**config.mk**
```make
export PLATFORM = sky130hd
export DESIGN_NAME = lc_logic_cell
export DESIGN_NICKNAME = d
export VERILOG_FILES = /design/src/rtl/lc_pkg.sv /design/src/rtl/lc_cfg_store.sv /design/src/rtl/lc_lut_arith.sv /design/src/rtl/lc_storage.sv /design/src/rtl/lc_logic_cell.sv
export SDC_FILE = /design/constraint.sdc
export NUM_CORES = 1
export LEC_CHECK = 0
export ABC_AREA = 1
export BUFFER_PORTS_ARGS = -buffer_cell sky130_fd_sc_hd__buf_2
export CAP_MARGIN = 20
export CORE_UTILIZATION = 25
export DETAILED_ROUTE_END_ITERATION = 16
export GPL_ROUTABILITY_DRIVEN = 0
export GPL_TIMING_DRIVEN = 0
export PLACE_DENSITY_LB_ADDON = 0.05
export SLEW_MARGIN = 20
export SYNTH_ARGS = -nofsm -noshare
export SYNTH_HDL_FRONTEND = slang
export SYNTH_HIERARCHICAL = 1
export SYNTH_SLANG_ARGS = --single-unit
```
**constraint.sdc**
```tcl
create_clock -name clk -period 3 [get_ports clk]
set_input_delay 0.3 -clock clk [delete_from_list [all_inputs] [get_ports clk]]
set_output_delay 0.3 -clock clk [all_outputs]
set_load 0.01 [all_outputs]
```
**src/rtl/lc_pkg.sv**
```systemverilog
package lc_pkg;

    localparam int LC_K     = 4;
    localparam int LC_LUT_W = 1 << LC_K;
    localparam int LC_KIND_W = 2;

    typedef enum logic [LC_KIND_W-1:0] {
        FF_D  = 2'd0,
        FF_T  = 2'd1,
        FF_JK = 2'd2,
        FF_SR = 2'd3
    } ff_kind_e;

    typedef enum logic {
        MODE_LOGIC = 1'b0,
        MODE_ARITH = 1'b1
    } cell_mode_e;

    typedef enum logic {
        DSRC_LUT   = 1'b0,
        DSRC_CHAIN = 1'b1
    } dsrc_e;

    typedef struct packed {
        logic [LC_LUT_W-1:0] lut;
        cell_mode_e          mode;
        ff_kind_e            kind;
        dsrc_e               dsrc;
    } cell_cfg_t;

    typedef struct packed {
        logic result;
        logic carry;
    } slice_out_t;

    localparam cell_cfg_t CFG_DEFAULT = '{
        lut:  '0,
        mode: MODE_LOGIC,
        kind: FF_D,
        dsrc: DSRC_LUT
    };

    // Majority of three bits: carry of a one-bit full adder.
    function automatic logic maj3(logic x, logic y, logic z);
        return (x & y) | (z & (x ^ y));
    endfunction

    // Next state of the storage element for each flip-flop type.
    // p0/p1 are the pair inputs (J/K or S/R) for the two-input types.
    function automatic logic ff_next(ff_kind_e kind, logic q, logic d,
                                     logic p0, logic p1);
        logic nq;
        unique case (kind)
            FF_D:  nq = d;
            FF_T:  nq = q ^ d;
            FF_JK: begin
                unique case ({p1, p0})
                    2'b00:   nq = q;
                    2'b01:   nq = 1'b1;
                    2'b10:   nq = 1'b0;
                    default: nq = ~q;
                endcase
            end
            default: begin
                unique case ({p1, p0})
                    2'b01:   nq = 1'b1;
                    2'b10:   nq = 1'b0;
                    default: nq = q;   // hold, and hold on the illegal code
                endcase
            end
        endcase
        return nq;
    endfunction

endpackage

```
**src/rtl/lc_cfg_store.sv**
```systemverilog
module lc_cfg_store
    import lc_pkg::*;
(
    input  logic      clk,
    input  logic      rst,
    input  logic      load,
    input  cell_cfg_t cfg_d,
    output cell_cfg_t cfg_q
);

    always_ff @(posedge clk) begin
        if (rst)
            cfg_q <= CFG_DEFAULT;
        else if (load)
            cfg_q <= cfg_d;
    end

    // without a load strobe the stored configuration stays put
    p_cfg_stable_r3: assert property (@(posedge clk) disable iff (rst)
        !load |=> $stable(cfg_q));

    // a load strobe lands the presented configuration
    p_cfg_lands_r3: assert property (@(posedge clk) disable iff (rst)
        load |=> (cfg_q == $past(cfg_d)));

endmodule

```
**src/rtl/lc_lut_arith.sv**
```systemverilog
module lc_lut_arith
    import lc_pkg::*;
#(
    parameter int K = LC_K
) (
    input  logic             [(1<<K)-1:0] lut,
    input  cell_mode_e                    mode,
    input  logic             [K-1:0]      din,
    input  logic                          cin,
    output slice_out_t                    sout
);

    localparam int W = 1 << K;

    // Binary mux tree: level g is selected by din[g], so din[0] is the
    // least significant index bit.
    logic [W-1:0] lvl [0:K];

    assign lvl[0] = lut;

    for (genvar g = 0; g < K; g++) begin : g_level
        localparam int N = W >> (g + 1);
        for (genvar j = 0; j < N; j++) begin : g_node
            assign lvl[g+1][j] = din[g] ? lvl[g][2*j+1] : lvl[g][2*j];
        end
        assign lvl[g+1][W-1:N] = '0;
    end

    logic lut_y;
    logic sum_y;
    logic carry_y;

    assign lut_y   = lvl[K][0];
    assign sum_y   = din[0] ^ din[1] ^ cin;
    assign carry_y = maj3(din[0], din[1], cin);

    always_comb begin
        if (mode == MODE_ARITH) begin
            sout.result = sum_y;
            sout.carry  = carry_y;
        end else begin
            sout.result = lut_y;
            sout.carry  = cin;
        end
    end

endmodule

```
**src/rtl/lc_storage.sv**
```systemverilog
module lc_storage
    import lc_pkg::*;
(
    input  logic     clk,
    input  logic     rst,
    input  logic     clr,
    input  logic     ce,
    input  ff_kind_e kind,
    input  logic     d,
    input  logic     p0,
    input  logic     p1,
    output logic     q
);

    always_ff @(posedge clk) begin
        if (rst || clr)
            q <= 1'b0;
        else if (ce)
            q <= ff_next(kind, q, d, p0, p1);
    end

    // clear wins over enable
    p_clr_wins_r11: assert property (@(posedge clk) disable iff (rst)
        clr |=> !q);

    // no enable, no change
    p_ce_hold_r11: assert property (@(posedge clk) disable iff (rst)
        (!clr && !ce) |=> $stable(q));

    // D type follows its data bit
    p_d_follow_r6: assert property (@(posedge clk) disable iff (rst)
        (!clr && ce && kind == FF_D) |=> (q == $past(d)));

    // JK with both inputs high inverts the state
    p_jk_toggle_r8: assert property (@(posedge clk) disable iff (rst)
        (!clr && ce && kind == FF_JK && p0 && p1) |=> (q != $past(q)));

    // SR with both inputs high is held
    p_sr_hold_r9: assert property (@(posedge clk) disable iff (rst)
        (!clr && ce && kind == FF_SR && p0 && p1) |=> $stable(q));

endmodule

```
**src/rtl/lc_logic_cell.sv**
```systemverilog
module lc_logic_cell
    import lc_pkg::*;
(
    input  logic                clk,
    input  logic                rst,
    input  logic                cfg_load,
    input  logic [LC_LUT_W-1:0] cfg_lut,
    input  logic                cfg_arith,
    input  logic [LC_KIND_W-1:0] cfg_ff_kind,
    input  logic                cfg_from_chain,
    input  logic [LC_K-1:0]     din,
    input  logic                cin,
    input  logic                ce,
    input  logic                clr,
    input  logic                chain_in,
    output logic                comb_out,
    output logic                reg_out,
    output logic                cout,
    output logic                chain_out
);

    cell_cfg_t  cfg_next;
    cell_cfg_t  cfg_cur;
    slice_out_t slice;
    logic       data_bit;

    always_comb begin
        cfg_next.lut  = cfg_lut;
        cfg_next.mode = cell_mode_e'(cfg_arith);
        cfg_next.kind = ff_kind_e'(cfg_ff_kind);
        cfg_next.dsrc = dsrc_e'(cfg_from_chain);
    end

    lc_cfg_store u_cfg (
        .clk   (clk),
        .rst   (rst),
        .load  (cfg_load),
        .cfg_d (cfg_next),
        .cfg_q (cfg_cur)
    );

    lc_lut_arith #(.K(LC_K)) u_func (
        .lut  (cfg_cur.lut),
        .mode (cfg_cur.mode),
        .din  (din),
        .cin  (cin),
        .sout (slice)
    );

    assign data_bit = (cfg_cur.dsrc == DSRC_CHAIN) ? chain_in : slice.result;

    lc_storage u_ff (
        .clk  (clk),
        .rst  (rst),
        .clr  (clr),
        .ce   (ce),
        .kind (cfg_cur.kind),
        .d    (data_bit),
        .p0   (din[0]),
        .p1   (din[1]),
        .q    (reg_out)
    );

    assign comb_out  = slice.result;
    assign cout      = slice.carry;
    assign chain_out = reg_out;

    // arithmetic outputs equal the two-bit sum of the operands and carry
    p_arith_sum_r4: assert property (@(posedge clk) disable iff (rst)
        (cfg_cur.mode == MODE_ARITH) |->
            ({cout, comb_out} == (2'(din[0]) + 2'(din[1]) + 2'(cin))));

    // carry bypass in logic mode
    p_carry_pass_r5: assert property (@(posedge clk) disable iff (rst)
        (cfg_cur.mode == MODE_LOGIC) |-> (cout == cin));

endmodule

```
### Word-level counts from Yosys, hierarchy flattened

Cells that the tools add are included.

| storage, ports and cells | value |
|---|---|
| word-level logic and storage cells | 42 |
| bits in latches | 0 |
| bits of input ports | 31 |
| output and inout bits | 4 |
| register bits | 21 |
| memories kept | 0 |
| memory bits (read-only) | 0 |
| RAM bits | 0 |

| cells by class | value |
|---|---|
| $add $sub $neg | 0 |
| eq/ne operators | 5 |
| order comparisons | 0 |
| bitwise gates (word level) | 7 |
| div/mod/pow operators | 0 |
| multipliers | 0 |
| shift operators | 0 |
| multiplexer cells | 20 |
| reductions and logical operators | 5 |

Operator list:

| cell | number |
|---|---|
| $mux W1 | 16 |
| $pmux W1 S3 | 2 |
| $reduce_bool A5 Y1 | 1 |
| $eq A2 B1 Y1 const B | 2 |
| $eq A2 B2 Y1 const B | 2 |
| $logic_not A2 Y1 | 2 |
| $reduce_and A3 Y1 | 1 |
| $xor A1 B1 Y1 | 3 |
| $and A1 B1 Y1 | 2 |
| $mux W2 | 1 |
| $ne A2 B2 Y1 const B | 1 |
| $pmux W1 S2 | 1 |
| $logic_or A1 B1 Y1 | 1 |
| $not A1 Y1 | 1 |
| $or A1 B1 Y1 | 1 |

### Logic depth before layout (Yosys ltp)

Gate-level depths: netlist of the first run.

| depth | value |
|---|---|
| depth after elaboration | 8 |
| mapped depth | 18 |
| mapped depth without buffers | 17 |

### Hierarchy

The synthesis of the first run kept the hierarchy.

By module, submodules not included:

| module | cells an instance | area an instance (µm²) | instances | seq. area each (µm²) |
|---|---|---|---|---|
| lc_cfg_store | 127 | 834.6 | 1 | 400.4 |
| lc_storage | 36 | 232.7 | 1 | 20.0 |
| lc_lut_arith | 46 | 211.5 | 1 | 0.0 |
| lc_logic_cell | 5 | 22.5 | 1 | 0.0 |

### Worst setup path after synthesis of the first run

No wires, ideal clock.

| timing path | value |
|---|---|
| kind | in2reg |
| start | input port din[0] |
| end | register u_ff.q |
| data required time | 2.886 ns |
| stages on the path | 10 |
| slack | 1.437 ns |
| arrival time | 1.450 ns |
| setup time | 0.114 ns |
| path buffers | 0 |
| path through | fa_1 > nand2_1 > nand2_1 > nand2_1 > nand2_1 > nand2_1 > nand3_1 > nand3_1 > nand2_1 > a21oi_2 |

| on the way | value |
|---|---|
| longest elaborated chain between the ends | 8 |
| elaborated cells between the ends (all ways) | 29 |
| those cells by class | eq/ne (3); mux (20); bitwise (3); reduce/logical (3) |

Ends and longest elaborated chain:

| element | line | text |
|---|---|---|
| start: declaration | lc_logic_cell.sv:11 | `input logic [LC_K-1:0] din,` |
| $mux W1 (4 in a row) | lc_lut_arith.sv:24 | `assign lvl[g+1][j] = din[g] ? lvl[g][2*j+1] : lvl[g][2*j];` |
| $mux W2 (*) | lc_lut_arith.sv:38 | `if (mode == MODE_ARITH) begin` |
| net comb_out | lc_logic_cell.sv:16 | `output logic comb_out,` |
| $mux W1 (*) | lc_logic_cell.sv:50 | `assign data_bit = (cfg_cur.dsrc == DSRC_CHAIN) ? chain_in : slice.result;` |
| net data_bit | lc_logic_cell.sv:25 | `logic data_bit;` |
| $xor A1 B1 Y1 | lc_pkg.sv:55 | `FF_T: nq = q ^ d;` |
| $pmux W1 S3 (*) | lc_pkg.sv:53 | `unique case (kind)` |
| end signal: assignment | lc_storage.sv:19 | `q <= ff_next(kind, q, d, p0, p1);` |
| end: declaration | lc_storage.sv:12 | `output logic q` |

The timed path passes the listed nets; every way through them passes the cells marked *.
A chain may end at the register's enable or synchronous reset.

### Worst setup path in the final report of the first run

| timing path | value |
|---|---|
| start | input port din[0] |
| end | output port comb_out |

| on the way | value |
|---|---|
| longest elaborated chain between the ends | 5 |
| elaborated cells between the ends (all ways) | 18 |
| those cells by class | mux (16); bitwise (2) |

Ends and longest elaborated chain:

| element | line |
|---|---|
| $mux W1 (4 in a row) | lc_lut_arith.sv:24 |
| $mux W2 (*) | lc_lut_arith.sv:38 |
| end: declaration | lc_logic_cell.sv:16 |

Every way passes the cells marked *; elsewhere a longest branch is shown, timed or not.

==> results of run 1 <==
[power breakdown]
part           switching [W]  internal (W)  total [W]
combinational      0.0000742     0.0000618   0.000136
clock              0.0000935     0.0000925   0.000186
sequential         0.0000122      0.000298   0.000310
total               0.000180      0.000452   0.000632
[sequential cells by signal (all words and copies together) (netlist names)]
| signal | flops |
|---|---|
| u_ff/q | 1 |
| u_cfg/cfg_q | 20 |
[path summary, 6_finish.rpt]
check,start,end,slack [ns],depth (start not counted)
max,din[0],comb_out,1.33,12
min,clr,u_ff/q,0.28,3
max reg2reg,u_cfg/cfg_q[17],u_ff/q,1.51,16
min reg2reg,u_cfg/cfg_q[18],u_cfg/cfg_q[18],0.47,2
[per-layer routing]
metal | wire [um] | share of wire, % | up-vias
met5 | 0 | 0 | -
met4 | 13 | 0.48 | 0
met3 | 106 | 3.9 | 2
met2 | 1220 | 45 | 21
met1 | 1380 | 51 | 508
li1 | - | - | 690
[synthesized netlist by cell type, types with 2 or more instances]
cell type / instances / area [um^2]
nand2_1: 79 / 297
nor2_1: 41 / 154
inv_1: 35 / 131
dfxtp_1: 21 / 420
nand3_1: 15 / 75.1
ha_1: 7 / 87.6
buf_6: 5 / 56.3
a21oi_2: 2 / 17.5
buf_2: 2 / 10.0
inv_2: 2 / 7.51
[worst max-delay path: stages]
cell     delay (ns)
buf_2          0.14
buf_6          0.14
inv_2          0.12
nand2_1        0.08
nand3_1        0.07
nand3_1        0.08
nand2_1        0.07
nand2_1        0.04
nand2_1        0.07
nand2_1        0.06
nand2_1        0.07
buf_2          0.13
[cells by family (layout without fill, tap and decap cells)]
kind of cell             count (synthesis)  after routing  share of synthesized area [%]
AND/OR/NAND/NOR                        137            137                           41.3
buffers and inverters                   45             82                           16.3
flip-flops                              21             21                           32.3
adder cells (fa/ha/maj)                  8              8                           8.27
AO/OA/AOI/OAI                            3              3                           1.73
[metrics by stage]
stage	setup WS (ns)	instance area (um^2)	utilization (%)	hold WS, ns	power (W)
final	1.33	1600	32.7	0.277	0.000632
after global routing	1.08	1600	32.7	0.279	0.000681
after CTS	1.31	1600	32.7	0.267	0.000652
after detailed placement	1.10	1550	31.8	0.466	0.000456
after global placement	1.08	1550	31.8	0.466	0.000456
after floorplan	1.44	1300	-	0.449	0.000408
[layout make-up]
| type | count | share of cell area [%] |
|---|---|---|
| buffer | 8 | 4.62 |
| clock buffer | 3 | 2.59 |
| clock inverter | 1 | 0.313 |
| inverter | 37 | 8.70 |
| multi-input combinational | 148 | 41.8 |
| sequential | 21 | 26.3 |
| tap | 67 | 5.25 |
| timing repair buffer | 33 | 10.3 |
==> flow_summary.ini, run 1 <==
[outcome]
status = finished, final reports clean

[sta]
finalCriticalPeriod_ns = 1.67
slew_headroom_pct = 85.9
worst_pin_slew_ns = 0.211
fin_skew_ns = 0.00402
tns_ns = 0
fmax_ghz = 0.597
fin_crit_sh_pct = 55.8
finalHoldViolCount = 0
setup_viol = 0
rsz0062_at_grt = false
slew_viol_final = 0

[clocking]
cts_setup_buffers = 0
cts_tree = done
ctsHoldBuffers = 0
clock-sinks = 21
post_cts_resize_count = 0
cts_root_buf = clkbuf_8
cts.clk_slew.worst_paths_ns = 0.08
htreeDepth = 1
clockBufferDepth = 2
cts_buffers = 3
clk_latency_ns = 0.26

[synthesis]
netlist_instances = 214
synth_cell_types = 15
ys.flop_type = dfxtp_1
netlist_area_um2 = 1300
avgSynthCellArea_um2 = 6.08
ys_async_sr_fraction_pct = 0
synth_edf_count = 0
syn_nets = 253
ys_warn_count = 6
ys_ff_latch = 21
ys_seq_area_share_pct = 32.3

[cells_and_area]
areaGrowthSynthToFinish_pct = 22.7
n_fill_cell = 591
seqCellArea_um2 = 420
n_antenna_cell = 0
finish.net_count = 291
drive_above_1_share_pct = 20.3
instances_no_fill = 318
multiInputGateArea_um2 = 668
final_cell_mix = nand2_1, nor2_1, inv_1, buf_2, dfxtp_1
final_common_cell = nand2_1

[detailed_routing]
wl_um = 2720
ant_nets = 0
num_vias = 1221
drc = 0
routed_wire_length_per_instance_um = 8.55
vias_per_cell = 3.84
first_pass_iters = 2
dr.first_iter.drc_count = 21

[setup_path]
crit_fanout = 9
crit_type = input port to output port
critPathArrivalTime_ns = 1.37
worstSetupStartpointType = input port
cp-end-kind = output port
cp.required_ns = 2.70

[grt]
busiest_layer = met2
antenna_found_initial = 0
grt_pass1_wl_um = 4720
met2_usage_pct = 19.7
grt_pass1_vias = 1110
grt_max_degree = 13
grt_use_total_pct = 11.2
grt_util_met1_pct = 13.6
use_met3_pct = 3.39
overflow = 0

[placement]
dp_hpwl_um = 2230
dp_cells = 314
port_buffers = 33

[floorplan]
ios = 35
die-area_um2 = 5500
start_util_pct = 26.7
rows = 25
die-height_um = 74.1
core_area_um2 = 4880
fp.dieW_um = 74.1

[power_and_ir_drop]
peakVddDrop_v = 0.000170
leakagePower_nw = 0.929
p_per_area_nw_per_um2 = 396

[job]
maxCapViolations = 0

[hold_path]
hold_path.class = input port to flop
No activity file was read; power rests on OpenSTA's default activity.
==> inputs of run 2 (changes only) <==
==> constraint.sdc (replaced) <==
create_clock -name clk -period 1.4 [get_ports clk]
set_input_delay 0.14 -clock clk [delete_from_list [all_inputs] [get_ports clk]]
set_output_delay 0.14 -clock clk [all_outputs]
set_load 0.01 [all_outputs]
==> run 2 against run 1 <==
Largest cell class unchanged. Critical path depth up 4. Wire length up 4.1%. Sequential share of layout area down 0.24 points. The flow now finishes with violations (negative setup slack). Worst setup slack worse by 1.3 ns. Critical path type is now flop to flop. Critical endpoint is now u_ff/q. Clock power up 120%. Total power up 120%. Via count up 0.98%.
==> flow_summary.ini, run 2 (synthesis gave the netlist of run 1 again) <==
[cells_and_area]
largest_reg_flops = 20
drive_above_1_share_pct = 28.7
final_cell_mix = nand2_1, nor2_1, inv_1, buf_2
final_area_um2 = 1650
finish.net_count = 291
areaGrowthSynthToFinish_pct = 27.1
instances_no_fill = 318
n_antenna_cell = 0
top_regs = u_cfg/cfg_q: 20 flops, u_ff/q: 1 flops
n_fill_cell = 587
final_common_cell = nand2_1
largest-register = u_cfg/cfg_q

[setup_path]
cp_num_buf_inv = 1
crit_type = flop to flop
cp.required_ns = 1.60
max_stage_delay_ns = 0.34
worstPathCellList = nand2_1 -> nand3_1 -> nand3_1 -> nand2_1 -> nand2_1 -> nand2_2 -> nand2_2 -> nand2_2 -> nand2_2 -> nand2_4 -> inv_2 -> nand2_2 -> nand3_2 -> nand3_2 -> nand2_2 -> a21oi_2
crit_path_top_delay_cell = dfxtp_1
critPathArrivalTime_ns = 1.61
critPathTopFamily = simple AND/OR/NAND/NOR gates
worstSetupStartpointType = flop
crit_fanout = 3
crit_top_cell = nand2_2
cp-end-kind = flop

[job]
maxCapViolations = 0

[floorplan]
core_area_um2 = 4880
fp.dieW_um = 74.1
rows = 25
die-height_um = 74.1
ios = 35
start_util_pct = 26.7
die-area_um2 = 5500

[detailed_routing]
drc = 0
vias_per_cell = 3.88
dr.first_iter.drc_count = 18
ant_nets = 0
num_vias = 1233
first_pass_iters = 4
routed_wire_length_per_instance_um = 8.90
wl_um = 2830

[power_and_ir_drop]
finalPower_w = 0.00139
p_per_area_nw_per_um2 = 842
peakVddDrop_v = 0.000389
leakagePower_nw = 0.939

[sta]
slew_headroom_pct = 85.6
tns_ns = -0.0117
fin_crit_sh_pct = 101
worst_pin_slew_ns = 0.216
finalHoldViolCount = 0
setup_viol = 1
finalCriticalPeriod_ns = 1.41
slew_viol_final = 0
setup_slack_ns = -0.0117
fmax_ghz = 0.708
rsz0062_at_grt = true
fin_skew_ns = 0.00496

[placement]
pre_cts_ws_ns = -0.328
dp_cells = 314
port_buffers = 33
dp_hpwl_um = 2230
placed_area_um2 = 1550

[outcome]
violations = negative setup slack
status = complete, but fails checks

[hold_path]
hold_path.class = input port to flop

[clocking]
cts.clk_slew.worst_paths_ns = 0.08
clockBufferDepth = 2
htreeDepth = 1
cts_root_buf = clkbuf_8
cts_buffers = 3
cts_tree = done
cts_setup_buffers = 0
clock-sinks = 21
clk_latency_ns = 0.26
ctsHoldBuffers = 0

[grt]
grt_pass1_wl_um = 4840
antenna_found_initial = 0
grt_pass1_vias = 1102
overflow = 0
grt_use_total_pct = 11.3
grt_max_degree = 14
==> run 2: cell types whose count changed in the layout (fill, tap and decap cells not counted) <==
cell / delta
a21oi_1: -1
a21oi_2: +1
clkinv_2: -1
clkinvlp_4: +1
dfxtp_1: -9
dfxtp_2: +9
nand2_1: -8
nand2_2: +7
nand2_4: +1
nand3_1: -3
nand3_2: +3
==> run 2: worst paths after layout <==
kind              startpoint              end  slack (ns)  depth (start not counted)
min reg2reg  u_cfg/cfg_q[19]  u_cfg/cfg_q[19]        0.47                          2
max reg2reg  u_cfg/cfg_q[16]           u_ff/q       -0.01                         16
min                      clr           u_ff/q        0.12                          3
max          u_cfg/cfg_q[16]           u_ff/q       -0.01                         16
==> run 2: area by class of cell <==
cell class	instances	area (um^2)	share of cell area, %
buffer	8	73.8	4.46
clock buffer	3	41.3	2.50
clock inverter	1	7.51	0.454
multi-input combinational	148	712	43.0
timing repair buffer	33	165	9.98
sequential	21	432	26.1
inverter	37	139	8.40
tap	67	83.8	5.07
==> run 2: tightest hold or removal path: stages <==
cell	delay, ns
buf_2	0.07
or2_2	0.10
a21oi_2	0.03
==> run 2: through the flow <==
step                      hold slack (ns)  utilization [%]
after floorplan                     0.301                -
after global placement              0.391             31.8
after detailed placement            0.388             31.8
after CTS                           0.104             33.0
after global routing                0.122             33.9
final                               0.116             33.9
==> run 2: metal layers <==
metal	part of all wire (%)	GRT usage, %
met5	0	0
met4	0.46	1.92
met3	4.6	3.66
met2	44	18.7
met1	50	14.5
==> run 2: timing repair <==
action                     4_1_cts  5_1_grt
resized for setup                7       14
pin swaps                        4       10
setup endpoints to repair        2        2
==> run 2: report_power, final <==
group	total, W	internal, W	leakage, nW	switching [W]
logic	0.000318	0.000143	0.740	0.000175
clock network	0.000407	0.000201	0.0217	0.000206
registers	0.000669	0.000642	0.177	0.0000269
total	0.00139	0.000986	0.939	0.000408
